### src/rtl/fir_circ_pkg.sv
package fir_circ_pkg;
   typedef enum logic [0:0] {
      ST_IDLE = 1'b0,
      ST_RUN  = 1'b1
   } fir_state_e;
endpackage

### src/rtl/fir_ring.sv
module fir_ring #(
   parameter int DATA_W = 16,
   parameter int DEPTH  = 4
) (
   input  logic              clk,
   input  logic              rst_n,
   input  logic              wr_en,
   input  logic [DATA_W-1:0] wr_data,
   input  logic              step,
   output logic [DATA_W-1:0] rd_data
);
   localparam int AW = $clog2(DEPTH);

   if ((1 << AW) != DEPTH) begin : g_bad_depth
      $error("fir_ring: DEPTH must be a power of two");
   end

   logic [DATA_W-1:0] slots [DEPTH];
   logic [AW-1:0]     wptr;
   logic [AW-1:0]     rptr;

   for (genvar i = 0; i < DEPTH; i++) begin : g_slot
      always_ff @(posedge clk or negedge rst_n) begin
         if (!rst_n)
            slots[i] <= '0;
         else if (wr_en && wptr == AW'(i))
            slots[i] <= wr_data;
      end
   end

   // post-increment writer, post-decrement reader; wrap comes from the width
   always_ff @(posedge clk or negedge rst_n) begin
      if (!rst_n) begin
         wptr <= '0;
         rptr <= '0;
      end else if (wr_en) begin
         wptr <= wptr + 1'b1;
         rptr <= wptr;
      end else if (step) begin
         rptr <= rptr - 1'b1;
      end
   end

   assign rd_data = slots[rptr];

   AST_NEWEST_FIRST: assert property (@(posedge clk) disable iff (!rst_n)
      wr_en |=> rd_data == $past(wr_data)) else $error("newest sample not first");
endmodule

### src/rtl/fir_coef_bank.sv
module fir_coef_bank #(
   parameter int COEF_W    = 16,
   parameter int TAPS      = 4,
   parameter int COEF_BASE = 2
) (
   input  logic                     clk,
   input  logic                     rst_n,
   input  logic                     we,
   input  logic [$clog2(TAPS)-1:0]  waddr,
   input  logic [COEF_W-1:0]        wdata,
   input  logic [$clog2(TAPS)-1:0]  raddr,
   output logic [COEF_W-1:0]        rdata
);
   localparam int IW = $clog2(TAPS);

   logic [COEF_W-1:0] bank [TAPS];

   for (genvar k = 0; k < TAPS; k++) begin : g_coef
      always_ff @(posedge clk or negedge rst_n) begin
         if (!rst_n)
            bank[k] <= COEF_W'(COEF_BASE + k);
         else if (we && waddr == IW'(k))
            bank[k] <= wdata;
      end
   end

   assign rdata = bank[raddr];
endmodule

### src/rtl/fir_mac.sv
module fir_mac #(
   parameter int DATA_W = 16,
   parameter int COEF_W = 16,
   parameter int ACC_W  = 40,
   parameter bit SAT_EN = 1'b1
) (
   input  logic                     clk,
   input  logic                     rst_n,
   input  logic                     clr,
   input  logic                     en,
   input  logic signed [DATA_W-1:0] a,
   input  logic signed [COEF_W-1:0] b,
   output logic signed [ACC_W-1:0]  acc_next,
   output logic signed [ACC_W-1:0]  acc_q
);
   localparam int PW = DATA_W + COEF_W;
   localparam logic signed [ACC_W-1:0] ACC_MAX = {1'b0, {(ACC_W-1){1'b1}}};
   localparam logic signed [ACC_W-1:0] ACC_MIN = {1'b1, {(ACC_W-1){1'b0}}};

   if (ACC_W < PW) begin : g_bad_acc
      $error("fir_mac: ACC_W must hold a full product");
   end

   logic signed [PW-1:0]  prod;
   logic signed [ACC_W:0] sum;

   assign prod = a * b;
   assign sum  = {acc_q[ACC_W-1], acc_q} + (ACC_W+1)'(prod);

   if (SAT_EN) begin : g_sat
      always_comb begin
         if (sum[ACC_W] != sum[ACC_W-1])
            acc_next = sum[ACC_W] ? ACC_MIN : ACC_MAX;
         else
            acc_next = sum[ACC_W-1:0];
      end
   end else begin : g_wrap
      assign acc_next = sum[ACC_W-1:0];
   end

   always_ff @(posedge clk or negedge rst_n) begin
      if (!rst_n)
         acc_q <= '0;
      else if (clr)
         acc_q <= '0;
      else if (en)
         acc_q <= acc_next;
   end

   if (SAT_EN) begin : g_sat_chk
      AST_SAT_PINNED: assert property (@(posedge clk) disable iff (!rst_n)
         (en && !clr && acc_q == ACC_MAX && prod >= 0) |=> acc_q == ACC_MAX)
         else $error("accumulator left saturation");
   end
endmodule

### src/rtl/fir_circ_engine.sv
module fir_circ_engine #(
   parameter int DATA_W    = 16,
   parameter int COEF_W    = 16,
   parameter int ACC_W     = 40,
   parameter int OUT_W     = 16,
   parameter int TAPS      = 4,
   parameter int COEF_BASE = 2,
   parameter bit SAT_EN    = 1'b1
) (
   input  logic              clk,
   input  logic              rst_n,
   input  logic              in_valid,
   input  logic [DATA_W-1:0] in_data,
   output logic              in_ready,
   input  logic              coef_we,
   input  logic [$clog2(TAPS)-1:0] coef_addr,
   input  logic [COEF_W-1:0] coef_wdata,
   output logic              out_valid,
   output logic [OUT_W-1:0]  out_data
);
   import fir_circ_pkg::*;

   localparam int TW = $clog2(TAPS);
   localparam logic [TW-1:0] LAST_TAP = TW'(TAPS - 1);
   localparam logic signed [ACC_W-1:0] OUT_MAX =
      {{(ACC_W-OUT_W+1){1'b0}}, {(OUT_W-1){1'b1}}};
   localparam logic signed [ACC_W-1:0] OUT_MIN =
      {{(ACC_W-OUT_W+1){1'b1}}, {(OUT_W-1){1'b0}}};

   if (TAPS < 2) begin : g_bad_taps
      $error("fir_circ_engine: TAPS must be at least 2");
   end
   if (OUT_W > ACC_W) begin : g_bad_out
      $error("fir_circ_engine: OUT_W exceeds ACC_W");
   end

   fir_state_e state;
   logic [TW-1:0] tap;
   logic accept, running, last;
   logic [DATA_W-1:0] smp;
   logic [COEF_W-1:0] cof;
   logic signed [ACC_W-1:0] acc_next, acc_q;
   logic signed [ACC_W-1:0] clamp_src;
   logic [OUT_W-1:0] clamped;

   assign in_ready = (state == ST_IDLE);
   assign accept   = in_valid && in_ready;
   assign running  = (state == ST_RUN);
   assign last     = running && (tap == LAST_TAP);

   fir_ring #(.DATA_W(DATA_W), .DEPTH(TAPS)) u_ring (
      .clk(clk), .rst_n(rst_n),
      .wr_en(accept), .wr_data(in_data),
      .step(running), .rd_data(smp)
   );

   fir_coef_bank #(.COEF_W(COEF_W), .TAPS(TAPS), .COEF_BASE(COEF_BASE)) u_coef (
      .clk(clk), .rst_n(rst_n),
      .we(coef_we), .waddr(coef_addr), .wdata(coef_wdata),
      .raddr(tap), .rdata(cof)
   );

   fir_mac #(.DATA_W(DATA_W), .COEF_W(COEF_W), .ACC_W(ACC_W), .SAT_EN(SAT_EN)) u_mac (
      .clk(clk), .rst_n(rst_n),
      .clr(accept), .en(running),
      .a(signed'(smp)), .b(signed'(cof)),
      .acc_next(acc_next), .acc_q(acc_q)
   );

   assign clamp_src = acc_next;
   always_comb begin
      if (clamp_src > OUT_MAX)
         clamped = OUT_MAX[OUT_W-1:0];
      else if (clamp_src < OUT_MIN)
         clamped = OUT_MIN[OUT_W-1:0];
      else
         clamped = clamp_src[OUT_W-1:0];
   end

   always_ff @(posedge clk or negedge rst_n) begin
      if (!rst_n) begin
         state <= ST_IDLE;
         tap   <= '0;
      end else if (accept) begin
         state <= ST_RUN;
         tap   <= '0;
      end else if (last) begin
         state <= ST_IDLE;
         tap   <= '0;
      end else if (running) begin
         tap   <= tap + 1'b1;
      end
   end

   always_ff @(posedge clk or negedge rst_n) begin
      if (!rst_n) begin
         out_valid <= 1'b0;
         out_data  <= '0;
      end else begin
         out_valid <= last;
         if (last)
            out_data <= clamped;
      end
   end

   AST_BUSY_HOLDS: assert property (@(posedge clk) disable iff (!rst_n)
      accept |=> !in_ready) else $error("ready stayed high after accept");
   AST_SINGLE_PULSE: assert property (@(posedge clk) disable iff (!rst_n)
      out_valid |=> !out_valid) else $error("result strobe too long");
   AST_RESULT_AFTER_RUN: assert property (@(posedge clk) disable iff (!rst_n)
      $rose(out_valid) |-> $past(running)) else $error("result without taps");
   AST_ACC_CLEARED: assert property (@(posedge clk) disable iff (!rst_n)
      accept |=> acc_q == '0) else $error("accumulator not cleared");
endmodule

### config.mk
export PLATFORM = sky130hd
export DESIGN_NAME = fir_circ_engine
export DESIGN_NICKNAME = d
export VERILOG_FILES = /design/src/rtl/fir_circ_pkg.sv /design/src/rtl/fir_ring.sv /design/src/rtl/fir_coef_bank.sv /design/src/rtl/fir_mac.sv /design/src/rtl/fir_circ_engine.sv
export SDC_FILE = /design/constraint.sdc
export NUM_CORES = 1
export LEC_CHECK = 0
export BUFFER_PORTS_ARGS = -buffer_cell sky130_fd_sc_hd__buf_2
export CAP_MARGIN = 40
export CORE_ASPECT_RATIO = 2
export CORE_MARGIN = 2
export CORE_UTILIZATION = 55
export CTS_CLUSTER_SIZE = 28
export DETAILED_ROUTE_END_ITERATION = 10
export GPL_ROUTABILITY_DRIVEN = 0
export PLACE_DENSITY = 0.72
export REMOVE_ABC_BUFFERS = 1
export SLEW_MARGIN = 15
export SYNTH_ARGS = -nofsm -noshare
export SYNTH_HDL_FRONTEND = slang
export SYNTH_HIERARCHICAL = 1
export SYNTH_SLANG_ARGS = --single-unit
### constraint.sdc
create_clock -name clk -period 20.9 [get_ports clk]
set_clock_uncertainty 0.05 [all_clocks]
set_input_delay 3.135 -clock clk [delete_from_list [all_inputs] [get_ports clk]]
set_output_delay 3.135 -clock clk [all_outputs]
set_load 0.01 [all_outputs]
=== Yosys cells after proc, flatten, opt, wreduce, memory -nomap -nowiden ===
Index checks and enable logic that the tools add are counted.

* Logic and storage cells: 69
* Bits in latches: 0
* ROM bits: 0
* Register bits: 192
* Bits in writable memories: 0
* Input bits: 38
* Memories: 0

* Add/sub/neg operators: 4
* Bitwise logic cells: 3
* Mux-type cells: 19
* Eq/ne operators: 8
* Order comparisons: 4
* Div/mod/pow operators: 0
* Multipliers: 1
* Shift-type cells: 0
* Reductions and logical operators: 15

{| class="wikitable"
|+ Operators by type and width
! kind !! number
|-
| $mux 40 || 4
|-
| $mux 16 || 6
|-
| $bmux 16 s2 || 2
|-
| $add 40x32->41 || 1
|-
| $gt 40x16->1 const B || 1
|-
| $lt 40x16->1 const B || 1
|-
| $mul 16x16->32 || 1
|-
| $eq 2x2->1 const B || 5
|-
| $logic_and 1x1->1 || 10
|-
| $mux 2 || 5
|-
| $ge 3x3->1 const B || 2
|-
| $not 2->3 || 2
|-
| $add 2x1->2 const B || 2
|-
| $eq 2x1->1 const B || 2
|-
| $logic_not 2->1 || 2
|-
| $reduce_bool 2->1 || 2
|-
| $reduce_bool 3->1 || 1
|-
| $mux 1 || 2
|-
| $sub 2x1->2 const B || 1
|-
| $ne 1x1->1 || 1
|-
| $not 1->1 || 1
|}

=== Longest topological paths before layout ===
* Depth after elaboration: 11
* Gate-level depth with buffers: 34

=== Modules after synthesis ===
The synthesis kept the hierarchy.

{| class="wikitable"
|+ By module, submodules not included
! module !! cells an instance !! area an instance (um^2) !! seq. area each (um^2) !! instances
|-
| fir_mac || 1,683 || 14,855.5 || 1,001.0 || 1
|-
| fir_ring || 177 || 3,128.0 || 1,701.6 || 1
|-
| fir_coef_bank || 156 || 2,800.2 || 1,609.0 || 1
|-
| fir_circ_engine || 103 || 1,027.2 || 500.5 || 1
|}

=== Least setup slack after synthesis ===
OpenSTA, ideal clock, no wires.

* Path kind: reg2reg
* From: register tap[0]
* To: register out_data[0]
* Buffers on the path: 5
* Data arrival time: 9.251 ns
* Slack: 11.519 ns
* Clock period less this slack: 9.381 ns
* Stages on the path, launching flop included: 31
* Data required time: 20.770 ns
* Cell sequence: dfrtp_1 > buf_2 > buf_4 > mux4_2 > clkbuf_1 > nand2_1 > inv_1 > fa_1 > fa_1 > inv_1 > fa_1 > fa_1 > inv_1 > fa_1 > inv_1 > fa_1 > inv_1 > ha_1 > a21oi_1 > o21ai_1 > a311oi_1 > mux2_1 > a221o_1 > a211oi_2 > clkbuf_1 > maj3_1 > nand4_1 > or4_1 > o31a_1 > buf_6 > o22ai_2

* Word-level cells in the longest chain between the ends: 11
* Elaborated cells on any way between the ends: 15
* Those cells by class: add/sub: 1; mul: 1; order compare: 2; eq/ne: 2; mux: 7; bitwise: 1; reduce/logical: 1

{| class="wikitable"
|+ Ends and longest elaborated chain
! what !! line !! source
|-
| from (decl) || fir_circ_engine.sv:38 || <nowiki>logic [TW-1:0] tap;</nowiki>
|-
| from (signal assigned) || fir_circ_engine.sv:91 || <nowiki>tap <= tap + 1'b1;</nowiki>
|-
| $not 2->3 (not written as such) * || fir_coef_bank.sv:27 || <nowiki>assign rdata = bank[raddr];</nowiki>
|-
| $bmux 16 s2 * || fir_coef_bank.sv:27 ||
|-
| $mux 16 (not written as such) * (2 in series) || fir_coef_bank.sv:27 ||
|-
| via cof[1] || fir_circ_engine.sv:41 || <nowiki>logic [COEF_W-1:0] cof;</nowiki>
|-
| $mul 16x16->32 * || fir_mac.sv:27 || <nowiki>assign prod = a * b;</nowiki>
|-
| $add 40x32->41 * || fir_mac.sv:28 || <nowiki>assign sum = {acc_q[ACC_W-1], acc_q} + (ACC_W+1)'(prod);</nowiki>
|-
| $mux 40 or $ne 1x1->1 (tied branches) || fir_mac.sv:33, fir_mac.sv:32 ||
|-
| $mux 40 * || fir_mac.sv:32 || <nowiki>if (sum[ACC_W] != sum[ACC_W-1])</nowiki>
|-
| via acc_next[16] || fir_circ_engine.sv:42 || <nowiki>logic signed [ACC_W-1:0] acc_next, acc_q;</nowiki>
|-
| $lt 40x16->1 || fir_circ_engine.sv:74 || <nowiki>else if (clamp_src < OUT_MIN)</nowiki>
|-
| $mux 16 || fir_circ_engine.sv:74 ||
|-
| $mux 16 * || fir_circ_engine.sv:72 || <nowiki>if (clamp_src > OUT_MAX)</nowiki>
|-
| to (signal assigned) || fir_circ_engine.sv:102 || <nowiki>out_data <= clamped;</nowiki>
|-
| to (decl) || fir_circ_engine.sv:19 || <nowiki>output logic [OUT_W-1:0] out_data</nowiki>
|}

The timed path passes the listed nets; every way through them passes the cells marked *. The select of a mux whose other input is x is not followed.
A chain may end at the register's enable or synchronous reset.

=== Worst setup path in the final report ===
* From: register tap[0]
* To: register out_data[5]

Same word-level chain as after synthesis.

==> results.md <==
- Rel. slew slack: 39.1%
- CTS tree: built
- DRT Pass-1 Iters: 7
- Largest net degree at the start of global routing: 78
- YS warnings: 6
- Post-CTS sizing: 0
- Routed wire length: 55100 um
- Max clock buf depth: 2
- Clock Latency Late Sink: 0.46 ns
- Most frequent cell after synthesis: inv_1
- Actual slew at the worst max-slew pin: 0.913 ns
- Final setup vio count: 0
- Vias in the first global route: 17600
- Post-synthesis cell area: 21800 um^2
- Startpoint Class: register
- Worst path max stage delay: 0.75 ns
- Maximum clock frequency: 0.0881 GHz
- R2R cell count: 28
- Tcrit/Tclk final: 54.3%
- DRC viols: 0
- Worst path most repeated cell: fa_1
- Area leader, netlist: fa_1
- Hold/Removal Path Class: reg -> reg
- GRT Util Overall: 28.7%
- Share of post-route cells with drive strength above 1: 14.3%
- Dpl hpwl: 44400 um
- Critical Path End Type: register
- DRT antenna net count: 0
- Worst Setup SP: tap[0]
- Slowest-stage cell, CP: fa_1
- Row count: 103
- Max-slew violations: 0
- Post-synth top cells: inv_1 (423), fa_1 (334), nand2_1 (214)
- Core area: 39300 um^2
- Worst-path clk slew: 0.08 ns
- Hold Crit Depth: 2
- Post-synthesis register bit count: 192
- Synth-to-Final Area Change: 5.58%
- Io pins: 56
- Post-CTS Setup Bufs: 0
- Mapped Cells: 2119
- EDFF count, synth: 0
- Worst r2r src: tap[0]
- Die area: 41400 um^2
- Via count: 15200
- Dominant cells by area after synthesis: fa_1 (31%), dfrtp_1 (21%), inv_1 (7.3%)
- Min cycle time layout: 11.35 ns
- Final std cells w/o fill: 2661
- Syn_area_per_cell: 10.3 um^2
- Initial DRC Count: 589
- Post-synthesis sequential area ratio: 22.1%
- Die W: 145 um
- Final hold violation count: 0
- Cts hold-fix bufs: 0
- WP data arrival: 11.67 ns
- Setup CP Type: reg -> reg
- Clk root buf: clkbuf_16
- Worst Path Max Fanout: 26
- Nets: 2618
- Starting Density: 55.5%
- Setup_tns: 0 ns
- CTS buffer count: 17
- Hold_sp: u_mac/acc_q[2]
- Min Hold Slack: 0.452 ns
- Antenna violations before repair: 4
- Vias per cell: 5.73
- RSZ-0062 raised after global routing: no
- Worst EP required: 21.22 ns
- Library cells used by synthesis: 75
- Sinks on Clock Net: 192
- Count of input and output buffers: 55
- Placed cells: 2629
- Post-synth ARST share: 100%
- Share of the synthesized area in the top cell type: 30.7%
- CTS H-tree lvls: 4
- Congestion Overflow GR: 0
- ANT cells: 0
- Top FF cell, synth: dfrtp_1
- WL per Instance: 20.7 um
- Die H: 286 um
- Status: finished clean
- First-pass GRT wire length: 89800 um
- MaxCap Viol Count: 0
==> critical path: cells and delay by family, from the launching register on <==
family,cells,cell delay (ns)
adders and majority gates,7,3.81
AOI/OAI and AO/OA,8,2.91
buffers and inverters,6,1.62
and+or+nand+nor,5,1.12
muxes,2,1.10
DFF,1,0.61
==> path summary, 6_finish.rpt <==
check	to	slack, ns
setup / recovery	out_data[5]	9.55
hold / removal	u_mac/acc_q[2]	0.45
setup reg to reg	out_data[5]	9.55
hold reg to reg	u_mac/acc_q[2]	0.45
max in group asynchronous	u_ring/slots[19]	16.82
min in group asynchronous	u_coef/bank[43]	2.55
==> stage by stage <==
step	cell area, um^2	util, %	setup slack [ns]
3_3_place_gp	22400	57.0	9.88
2_1_floorplan	21300	-	10.12
5_1_grt	23000	58.6	9.01
4_1_cts	23000	58.6	9.53
6_report	23000	58.6	9.55
3_5_place_dp	22500	57.1	9.57
==> cells in the final DEF (no fill, tap or decap), drive strengths merged, types with 3 or more instances in the layout <==
cell / Yosys / final
o21ai: 87 / 87
nand2: 219 / 219
o21bai: 5 / 5
a211oi: 5 / 5
clkinv: 0 / 7
o21a: 8 / 8
a21o: 5 / 5
nand3: 11 / 11
xnor2: 26 / 26
inv: 424 / 429
nor2b: 11 / 11
nor4: 9 / 9
nor3b: 4 / 4
maj3: 20 / 20
or3: 3 / 3
clkbuf: 49 / 20
a31oi: 9 / 9
mux2: 129 / 129
o211ai: 3 / 3
o22ai: 18 / 18
dfrtp: 186 / 186
buf: 37 / 70
nor3: 11 / 11
or2: 4 / 4
ha: 123 / 123
xor2: 13 / 13
nand2b: 7 / 7
and3: 6 / 6
dfstp: 6 / 6
nor2: 96 / 96
and4: 3 / 3
a21oi: 55 / 55
fa: 334 / 334
mux4: 32 / 32
nand4: 14 / 14
and2: 117 / 117
o31ai: 3 / 3
==> logic make-up (layout without fill, tap and decap cells) <==
| group | Yosys count | in the layout | synth area share (%) |
|---|---|---|---|
| multiplexers | 162 | 162 | 10.4 |
| AO/OA/AOI/OAI | 217 | 217 | 6.25 |
| flip-flops | 192 | 192 | 22.1 |
| adder cells (fa/ha/maj) | 477 | 477 | 38.6 |
| AND/OR/NAND/NOR | 522 | 522 | 11.7 |
| buffers and inverters | 510 | 527 | 9.47 |
| XOR/XNOR | 39 | 39 | 1.57 |
==> final cells by class <==
cell class	instances	area (um^2)
fill	3297	16300
multi-input combinational	1417	15000
sequential	192	4810
inverter	424	1590
tap	525	657
timing repair buffer	71	448
clock buffer	19	443
clock inverter	13	126
==> flip-flops by register name (all words and copies together) (netlist names) <==
| signal | flops |
|---|---|
| running | 1 |
| u_ring/wptr | 2 |
| u_coef/bank | 64 |
| u_ring/rptr | 2 |
| tap | 2 |
| u_ring/slots | 64 |
| out_valid | 1 |
| out_data | 16 |
| u_mac/acc_q | 40 |
==> metal layers <==
metal	share of wire, %	vias to the layer above	global-route usage, %
met5	0.085	-	0
met4	7.9	6	20.4
met3	3.4	245	3.18
met2	56	511	52.7
met1	33	7810	29.5
li1	-	6670	-
Power is left out: the tool's default activity adds up to more than one toggle a clock period on the data nets, which glitch-free logic cannot reach.
